<file path="src/rtl/pm_pkg.sv">
`timescale 1ns/1ps
package pm_pkg;
  // Phase of the current chip-select window.
  typedef enum logic [1:0] {
    PH_IDLE,  // chip select high or precharging
    PH_LIVE,  // accepted access in progress
    PH_HELD   // rejected access, waiting for chip select to rise
  } phase_e;

  function automatic int imax(input int a, input int b);
    return (a > b) ? a : b;
  endfunction
endpackage

</file>
<file path="src/rtl/pm_edges.sv">
`timescale 1ns/1ps
// Registers the control strobes once and reports their transitions.
module pm_edges (
  input  logic clk,
  input  logic rst,
  input  logic ce_n,
  input  logic we_n,
  output logic ce_fall,
  output logic ce_rise,
  output logic we_fall,
  output logic we_rise
);
  logic ce_q, we_q;

  always_ff @(posedge clk) begin
    if (rst) begin
      ce_q <= 1'b1;
      we_q <= 1'b1;
    end else begin
      ce_q <= ce_n;
      we_q <= we_n;
    end
  end

  assign ce_fall = ce_q & ~ce_n;
  assign ce_rise = ~ce_q & ce_n;
  assign we_fall = we_q & ~we_n;
  assign we_rise = ~we_q & we_n;
endmodule

</file>
<file path="src/rtl/pm_down.sv">
`timescale 1ns/1ps
// Loadable down counter that saturates at zero.
module pm_down #(
  parameter int W = 4
) (
  input  logic         clk,
  input  logic         rst,
  input  logic         load,
  input  logic [W-1:0] val,
  output logic [W-1:0] cur
);
  logic [W-1:0] nxt;

  always_comb begin
    if (load)              nxt = val;
    else if (cur != '0)    nxt = cur - 1'b1;
    else                   nxt = '0;
  end

  always_ff @(posedge clk) begin
    if (rst) cur <= '0;
    else     cur <= nxt;
  end
endmodule

</file>
<file path="src/rtl/pm_array.sv">
`timescale 1ns/1ps
// Byte store, one write port and one registered read port.
module pm_array #(
  parameter int DEPTH  = 64,
  parameter int DATA_W = 8,
  localparam int AW    = $clog2(DEPTH)
) (
  input  logic              clk,
  input  logic              wr_en,
  input  logic [AW-1:0]     wr_idx,
  input  logic [DATA_W-1:0] wr_data,
  input  logic [AW-1:0]     rd_idx,
  output logic [DATA_W-1:0] rd_data
);
  logic [DATA_W-1:0] mem [DEPTH];

  always_ff @(posedge clk) begin
    if (wr_en) mem[wr_idx] <= wr_data;
    rd_data <= mem[rd_idx];
  end
endmodule

</file>
<file path="src/rtl/pagemem_target.sv">
`timescale 1ns/1ps
module pagemem_target import pm_pkg::*; #(
  parameter int ADDR_W = 17,
  parameter int DATA_W = 8,
  parameter int COL_W  = 3,
  parameter int DEPTH  = 64,
  parameter int T_ACC  = 4,
  parameter int T_PAGE = 2,
  parameter int T_RC   = 6,
  parameter int T_PC   = 3
) (
  input  logic              clk,
  input  logic              rst,
  input  logic              ce_n,
  input  logic              we_n,
  input  logic              oe_n,
  input  logic [ADDR_W-1:0] addr,
  input  logic [DATA_W-1:0] dq_in,
  output logic [DATA_W-1:0] dq_out,
  output logic              dq_oe,
  output logic              viol
);
  localparam int AW = $clog2(DEPTH);
  localparam int CW = $clog2(imax(imax(T_ACC, T_RC), imax(T_PAGE, T_PC)) + 2);
  localparam int NT = 4;
  // timer slots
  localparam int TA = 0;  // access latency
  localparam int TR = 1;  // random cycle spacing
  localparam int TP = 2;  // precharge
  localparam int TW = 3;  // write pulse width
  localparam logic [CW-1:0] C_ACC  = CW'(T_ACC);
  localparam logic [CW-1:0] C_PAGE = CW'(T_PAGE);
  localparam logic [CW-1:0] C_RC   = CW'(T_RC);
  localparam logic [CW-1:0] C_PC1  = CW'(T_PC - 1);
  localparam logic [CW-1:0] C_WR   = CW'(T_ACC - 1);
  localparam logic [CW-1:0] C_ONE  = CW'(1);

  logic ce_fall, ce_rise, we_fall, we_rise;

  pm_edges u_edges (
    .clk     (clk),
    .rst     (rst),
    .ce_n    (ce_n),
    .we_n    (we_n),
    .ce_fall (ce_fall),
    .ce_rise (ce_rise),
    .we_fall (we_fall),
    .we_rise (we_rise)
  );

  logic [NT-1:0] ld;
  logic [CW-1:0] lv  [NT];
  logic [CW-1:0] cur [NT];

  for (genvar i = 0; i < NT; i++) begin : g_tmr
    pm_down #(.W(CW)) u_tmr (
      .clk  (clk),
      .rst  (rst),
      .load (ld[i]),
      .val  (lv[i]),
      .cur  (cur[i])
    );
  end

  phase_e            ph, ph_n;
  logic [ADDR_W-1:0] lat, lat_n;
  logic              wr_on, wr_on_n;
  logic              wr_en, viol_n, acc_done_n, dq_oe_n;

  always_comb begin
    ph_n    = ph;
    lat_n   = lat;
    wr_on_n = wr_on;
    wr_en   = 1'b0;
    viol_n  = 1'b0;
    ld      = '0;
    for (int i = 0; i < NT; i++) lv[i] = '0;

    if (ce_rise) begin
      // window closes: precharge begins, a pending write ends here
      ld[TP] = 1'b1;
      lv[TP] = C_PC1;
      if (ph == PH_LIVE && wr_on) begin
        if (cur[TW] == '0) wr_en  = 1'b1;
        else               viol_n = 1'b1;
      end
      wr_on_n = 1'b0;
      ph_n    = PH_IDLE;
    end else if (ce_fall) begin
      if (cur[TP] != '0) begin
        viol_n = 1'b1;
        ph_n   = PH_HELD;
      end else begin
        ph_n    = PH_LIVE;
        lat_n   = addr;
        wr_on_n = ~we_n;
        ld[TA] = 1'b1; lv[TA] = C_ACC;
        ld[TR] = 1'b1; lv[TR] = C_RC;
        ld[TW] = 1'b1; lv[TW] = C_WR;
      end
    end else if (ph == PH_LIVE) begin
      if (wr_on) begin
        if (we_rise) begin
          if (cur[TW] == '0) wr_en  = 1'b1;
          else               viol_n = 1'b1;
          wr_on_n = 1'b0;
          ld[TA]  = 1'b1;
          lv[TA]  = C_PAGE;
        end
      end else if (we_fall) begin
        wr_on_n = 1'b1;
        ld[TW]  = 1'b1;
        lv[TW]  = C_WR;
        lat_n[COL_W-1:0] = addr[COL_W-1:0];
      end else if (addr[ADDR_W-1:COL_W] != lat[ADDR_W-1:COL_W]) begin
        // new row inside the window: full access, spaced by the cycle time
        lat_n  = addr;
        ld[TR] = 1'b1;
        lv[TR] = C_RC;
        ld[TA] = 1'b1;
        lv[TA] = (cur[TR] > C_ACC + C_ONE) ? cur[TR] - C_ONE : C_ACC;
      end else if (addr[COL_W-1:0] != lat[COL_W-1:0]) begin
        lat_n[COL_W-1:0] = addr[COL_W-1:0];
        ld[TA] = 1'b1;
        lv[TA] = (cur[TA] > C_PAGE) ? cur[TA] - C_ONE : C_PAGE;
      end
    end

    acc_done_n = ld[TA] ? (lv[TA] == '0) : (cur[TA] <= C_ONE);
    dq_oe_n    = (ph_n == PH_LIVE) && !wr_on_n && !oe_n && we_n && acc_done_n;
  end

  always_ff @(posedge clk) begin
    if (rst) begin
      ph    <= PH_IDLE;
      lat   <= '0;
      wr_on <= 1'b0;
      viol  <= 1'b0;
      dq_oe <= 1'b0;
    end else begin
      ph    <= ph_n;
      lat   <= lat_n;
      wr_on <= wr_on_n;
      viol  <= viol_n;
      dq_oe <= dq_oe_n;
    end
  end

  pm_array #(.DEPTH(DEPTH), .DATA_W(DATA_W)) u_array (
    .clk     (clk),
    .wr_en   (wr_en),
    .wr_idx  (lat[AW-1:0]),
    .wr_data (dq_in),
    .rd_idx  (lat_n[AW-1:0]),
    .rd_data (dq_out)
  );
endmodule

</file>
<file path="config.mk">
export PLATFORM = sky130hd
export DESIGN_NAME = pagemem_target
export DESIGN_NICKNAME = d
export VERILOG_FILES = /design/src/rtl/pm_pkg.sv /design/src/rtl/pm_edges.sv /design/src/rtl/pm_down.sv /design/src/rtl/pm_array.sv /design/src/rtl/pagemem_target.sv
export SDC_FILE = /design/constraint.sdc
export NUM_CORES = 1
export LEC_CHECK = 0
export BUFFER_PORTS_ARGS = -buffer_cell sky130_fd_sc_hd__buf_4
export CAP_MARGIN = 25
export CORE_MARGIN = 3
export CORE_UTILIZATION = 56
export DETAILED_ROUTE_END_ITERATION = 16
export HOLD_SLACK_MARGIN = 0.05
export PLACE_DENSITY = 0.75
export SYNTH_ARGS = -nofsm -noshare
export SYNTH_HDL_FRONTEND = slang
export SYNTH_SLANG_ARGS = --single-unit
export TNS_END_PERCENT = 10
</file>
<file path="constraint.sdc">
create_clock -name clk -period 3.3 [get_ports clk]
set_input_delay 0.33 -clock clk [delete_from_list [all_inputs] [get_ports clk]]
set_output_delay 0.33 -clock clk [all_outputs]
set_load 0.05 [all_outputs]
</file>
## After elaboration in Yosys (flattened, before gate mapping)

Memories as Yosys holds them, arrays and structs flattened. A register that Yosys moved wholly into a read port is not among the register bits.
Cells that the tools add are included.
W data, S select, Z words.

| operators by class | value |
|---|---|
| add/subtract/negate cells | 4 |
| multipliers | 0 |
| div/mod/pow operators | 0 |
| $lt $le $gt $ge | 3 |
| equality and inequality tests | 7 |
| shifts and indexed selects | 0 |
| mux-type cells | 83 |
| bitwise logic cells | 9 |
| reduce and logical (&&, ||, !) cells | 16 |

Operator list:

| kind | number |
|---|---|
| $mux W17 | 4 |
| $mux W3 | 20 |
| $mux W1 | 37 |
| $mux W6 | 6 |
| $mux W14 | 2 |
| $mux W2 | 14 |
| $ne A14 B14 Y1 | 1 |
| $reduce_bool A3 Y1 | 4 |
| $sub A3 B1 Y3 const B | 4 |
| $logic_not A3 Y1 | 2 |
| $ne A2 B2 Y1 const B | 3 |
| $reduce_and A6 Y1 | 1 |
| $logic_and A1 B1 Y1 | 5 |
| $not A1 Y1 | 5 |
| $and A1 B1 Y1 | 4 |
| $eq A2 B1 Y1 const B | 2 |
| $reduce_bool A2 Y1 | 2 |
| $gt A3 B2 Y1 const B | 1 |
| $gt A3 B3 Y1 const B | 1 |
| $le A3 B1 Y1 const B | 1 |
| $ne A3 B3 Y1 | 1 |
| $logic_not A1 Y1 | 2 |

| word-level totals | value |
|---|---|
| bits in registers | 36 |
| bits in latches | 0 |
| bits in writable memories | 512 |
| bits in read-only memories | 0 |
| input bits | 30 |
| output and inout bits | 10 |
| logic and storage cells | 135 |
| memories kept | 1 |

Memories:

| memory | depth | width | rd ports | clocked after memory_dff | wr ports | line | text |
|---|---|---|---|---|---|---|---|
| u_array.mem | 64 | 8 | 1 | 1 | 1 | pm_array.sv:15 | `logic [DATA_W-1:0] mem [DEPTH];` |

## Depth between registers and ports, before layout

| logic depth | value |
|---|---|
| word-level depth | 12 |
| mapped depth | 15 |
| gate-level depth less buffers | 10 |

## By module

From an unflattened synthesis, not the netlist that was laid out.

| second synthesis, totals | value |
|---|---|
| cells, all modules | 1194 |
| area, all modules | 22447.8 µm² |

Modules (own cells, without submodules):

| module | instances | cells an instance | area each (µm²) | sequential area each (µm²) |
|---|---|---|---|---|
| pm_array | 1 | 940 | 20166.8 | 15534.9 |
| pagemem_target | 1 | 178 | 1595.3 | 440.4 |
| pm_down | 4 | 17 | 151.4 | 60.1 |
| pm_edges | 1 | 8 | 80.1 | 40.0 |

## Worst setup path before layout

No wires, ideal clock.

| timing | value |
|---|---|
| path type | flip-flop to flip-flop |
| start point | reg g_tmr[2].u_tmr.cur[0] |
| end point | reg u_array.rd_data[0] (read register of u_array.mem) |
| library setup time | 141 ps |
| data arrival time | 3088 ps |
| data required time | 3159 ps |
| slack | 71 ps |
| cell stages (with the launch flop) | 14 |
| path buffers | 4 |
| clock period less this slack | 3229 ps |
| path through | dfxtp_1 > nor2_1 > ha_1 > buf_2 > and3b_1 > buf_2 > a21oi_4 > mux2i_1 > buf_4 > buf_2 > mux4_2 > mux2_2 > o211ai_1 > o211ai_1 |

| on the way | value |
|---|---|
| word-level cells in the longest chain between the ends | 4 |

RTL lines:

| what | line | text |
|---|---|---|
| from (decl) | pm_down.sv:10 | `output logic [W-1:0] cur` |
| from (signal assigned) | pm_down.sv:22 | `else cur <= nxt;` |
| $reduce_bool A3 Y1 | pagemem_target.sv:90 | `if (cur[TP] != '0) begin` |
| $mux W17 | pagemem_target.sv:90 |  |
| $mux W17 | pagemem_target.sv:89 | `end else if (ce_fall) begin` |
| $mux W6 | pagemem_target.sv:79 | `if (ce_rise) begin` |
| to (decl) | pm_array.sv:13 | `output logic [DATA_W-1:0] rd_data` |

No other way between the ends. The select of a mux whose other input is x is not followed.
A chain may end at the register's enable or synchronous reset.

## Worst setup path in the final report

| timing | value |
|---|---|
| start point | reg g_tmr[2].u_tmr.cur[1] |
| end point | reg u_array.rd_data[4] (read register of u_array.mem) |

Same word-level chain as after synthesis.

==> qor.txt <==
Async SR Flop Fraction = 0
Post-placement cell count = 1,993
Remaining routing DRC violations = 0
Width of the die = 207 um
Critical path peak fanout = 20
Clock Sink Count = 556
Netlist cell types = 56
Overflow left after global routing = 0
Vias = 13,200
Die area = 43,000 um2
Uppermost layer routed = met4
CP endpoint kind = flop
Worst Setup Start Kind = flop
Number of antenna violations at the first check in global routing = 0
Placer Congestion = 0.889
Register-to-register path setup slack = 0.10 ns
Routed wire per std cell = 25.1 um
Clock skew = 0.0135 ns
Maximum number of pins on one net before global-route repair = 65
Slew headroom = 0.410
Area growth syn-to-layout = 16.7%
Register clock-pin slew on the reported worst setup and hold paths = 0.06 ns
Number of standard cells after synthesis = 1,386
CTS HTree Levels = 2
Synthesis warning total = 0
Number of input and output port buffers inserted = 39
Post-layout worst setup margin = 0.103 ns
First-pass GRT wire length = 80,600 um
Leakage power = 9.06 nW
Post-synth net total = 1,424
Startpoint of the worst register-to-register path = g_tmr[2].u_tmr.cur[1]$_SDFF_PP0_
NumNets Final = 1,588
Clock period minus worst slack = 3.20 ns
RSZ-0062 raised after global routing = true
TritonRoute pass-1 iters = 6
Final period utilization = 0.969
Die boundary height = 207 um
Antenna-violating nets left = 0
TritonCTS clock tree = done
Detailed-placement wirelength estimate = 32,600 um
Total setup violations reported at the end of the flow = 0
Share of cells above drive strength 1 = 0.232
Primary FF master, synth = edfxtp_1
Number of buffers added by the clock tree synthesis step = 53
Synthesized area per cell = 16.4 um2
Placement-stage worst setup slack = -0.0261 ns
Highest clock rate = 313 MHz
Final TNS setup = 0 ns
Max cap viols = 0
Final cell count without fillers = 2,120
CP startpoint = g_tmr[2].u_tmr.cur[1]$_SDFF_PP0_
Worst min path class = in2reg
Final Slew Violations = 0
Routed length on met2 = 25,500 um
Post-synthesis sequential area ratio = 0.715
Total global routing track utilization = 0.245
Drt first-iter violations = 1,498
Ports = 40
Result of the run = finished clean
Clock latency on the worst-skew pair = 0.60 ns
Metal-1 WL = 21,200 um
Sequential Area = 16,300 um2
Power density over the cells = 677 nW/um2
Total met3 wirelength after detailed routing = 4400 um
Detailed-route vias per instance = 6.21
Worst voltage drop across the vdd grid = 0.424 mV
Slew of the pin with the lowest slew margin = 0.883 ns
Max clock buf depth = 3
Effective utilization at floorplan = 0.569
Fill cell count = 2,587
Final Routed Wirelength = 53,300 um
Number of synthesized flops with an enable pin = 512
Number of flip-flops and latches in the synthesized netlist = 556
Clk root buf = clkbuf_16
Hold wc startpoint = rst
Multi-input gate area in the final layout = 6170 um2
Total count of hold-check failures in the final report = 0
Placement Rows = 73
Number of global-route vias before repair = 13,200
Critical path arrival = 3.63 ns
CORE AREA = 39,900 um2
Netlist area before placement = 22,700 um2
Critical Path RT = 3.74 ns
Setup Crit Path Kind = reg2reg
Number of inserted diodes = 0
## timing repair
item | in CTS | in global routing
pin swaps | 0 | 3
setup buffers | 0 | 11
hold buffers | 15 | 0
endpoints found under the hold margin | 15 | 0
endpoints found under the setup margin | 3 | 8
resized for setup | 3 | 30
cloned | 0 | 1
## synthesized netlist by cell type (all sizes together) (3+ instances only)
cell type	count	area [um2]
edfxtp	512	15400
mux2i	149	1490
nor2	98	368
nand2	92	345
mux4	56	1260
buf	44	241
dfxtp	44	881
clkbuf	37	139
mux2	33	372
nand3	33	165
a2111oi	32	280
a21oi	27	146
and3	24	150
xor2	19	166
nor4	18	113
o211ai	17	128
a211oi	15	113
a32oi	14	123
inv	13	48.8
nor2b	13	81.3
o21ai	10	50.1
nand2b	9	56.3
nor3	9	45.0
ha	8	100
a221oi	7	61.3
o221ai	7	61.3
or2	5	31.3
a211o	4	35.0
or4	4	30.0
o31ai	3	22.5
## placed cells by master, fill, tap and decap left out, types with 11 or more instances in the layout
master	count
edfxtp_1	512
buf_4	162
mux2i_1	146
nor2_1	98
nand2_1	91
mux4_2	56
clkbuf_16	55
dfxtp_1	43
mux2_2	32
nand3_1	32
a21oi_1	25
and3_1	24
xor2_1	18
nor4_1	17
o211ai_1	17
a2111oi_0	16
a211oi_1	15
dlygate4sd3_1	15
a32oi_1	14
inv_1	13
nor2b_1	13
clkbuf_1	11
clkinv_1	11
## power breakdown
part	switching, mW	internal, mW	total [mW]
Clock	2.57	3.43	6.00
Combinational	2.28	1.69	3.97
Sequential	0.154	7.83	7.98
## kinds of logic (layout without fill, tap and decap cells)
group / count (synthesis) / in the layout / share of synthesized area
compound gates: 149 / 149 / 0.0494
xor+xnor: 20 / 20 / 0.00804
fa+ha+maj: 8 / 8 / 0.00440
buf+inv: 94 / 303 / 0.0189
flops: 556 / 556 / 0.715
mux: 238 / 238 / 0.137
simple gates: 321 / 321 / 0.0667
## area by class of cell
| cell class | count | area share |
|---|---|---|
| Clock buffer | 66 | 0.0530 |
| Sequential cell | 556 | 0.613 |
| Clock inverter | 34 | 0.0122 |
| Tap cell | 525 | 0.0248 |
| Multi-Input combinational cell | 736 | 0.233 |
| Timing Repair Buffer | 190 | 0.0626 |
| Inverter | 13 | 0.00184 |
## stage by stage
stage          cell area [um2]  hold slack, ns  utilization  power (mW)
6_report                 26500           0.134        0.664        18.0
5_1_grt                  26500           0.146        0.664        18.5
4_1_cts                  26300           0.113        0.659        17.8
3_5_place_dp             24400           0.448        0.611        11.8
3_3_place_gp             24400           0.442        0.611        11.8
2_1_floorplan            22700           0.427            -        10.5
## worst max-delay path, cell delays in order (launching register included)
cell	delay, ns
dfxtp_1	0.33
nor2_1	0.06
ha_1	0.18
and3b_1	0.20
a21oi_4	0.18
mux2i_4	0.27
buf_12	0.19
buf_16	0.20
mux4_2	0.52
mux2_2	0.28
o211ai_1	0.44
o211ai_1	0.16
## state kept, by name, indices dropped and copies added, names as in the netlist, 2 cells and up
register and count:
u_array.mem 512, lat 17, ph 2, g_tmr.u_tmr.cur 12, u_array.rd_data 8
## final timing paths
kind / end / depth (start not counted)
worst max-delay path: u_array.rd_data[4]$_DFF_P_ / 11
worst min register to register: g_tmr[2].u_tmr.cur[0]$_SDFF_PP0_ / 1
worst min-delay path: g_tmr[1].u_tmr.cur[1]$_SDFF_PP0_ / 2
worst max register to register: u_array.rd_data[4]$_DFF_P_ / 11
## layer usage
layer  global-route usage  vias to the layer above
li1                     -                     5806
met4               0.0955                        0
met3               0.0479                      134
met5                    0                        -
met2                0.388                      627
met1                0.341                     6600
No activity file was read; power rests on OpenSTA's default activity.
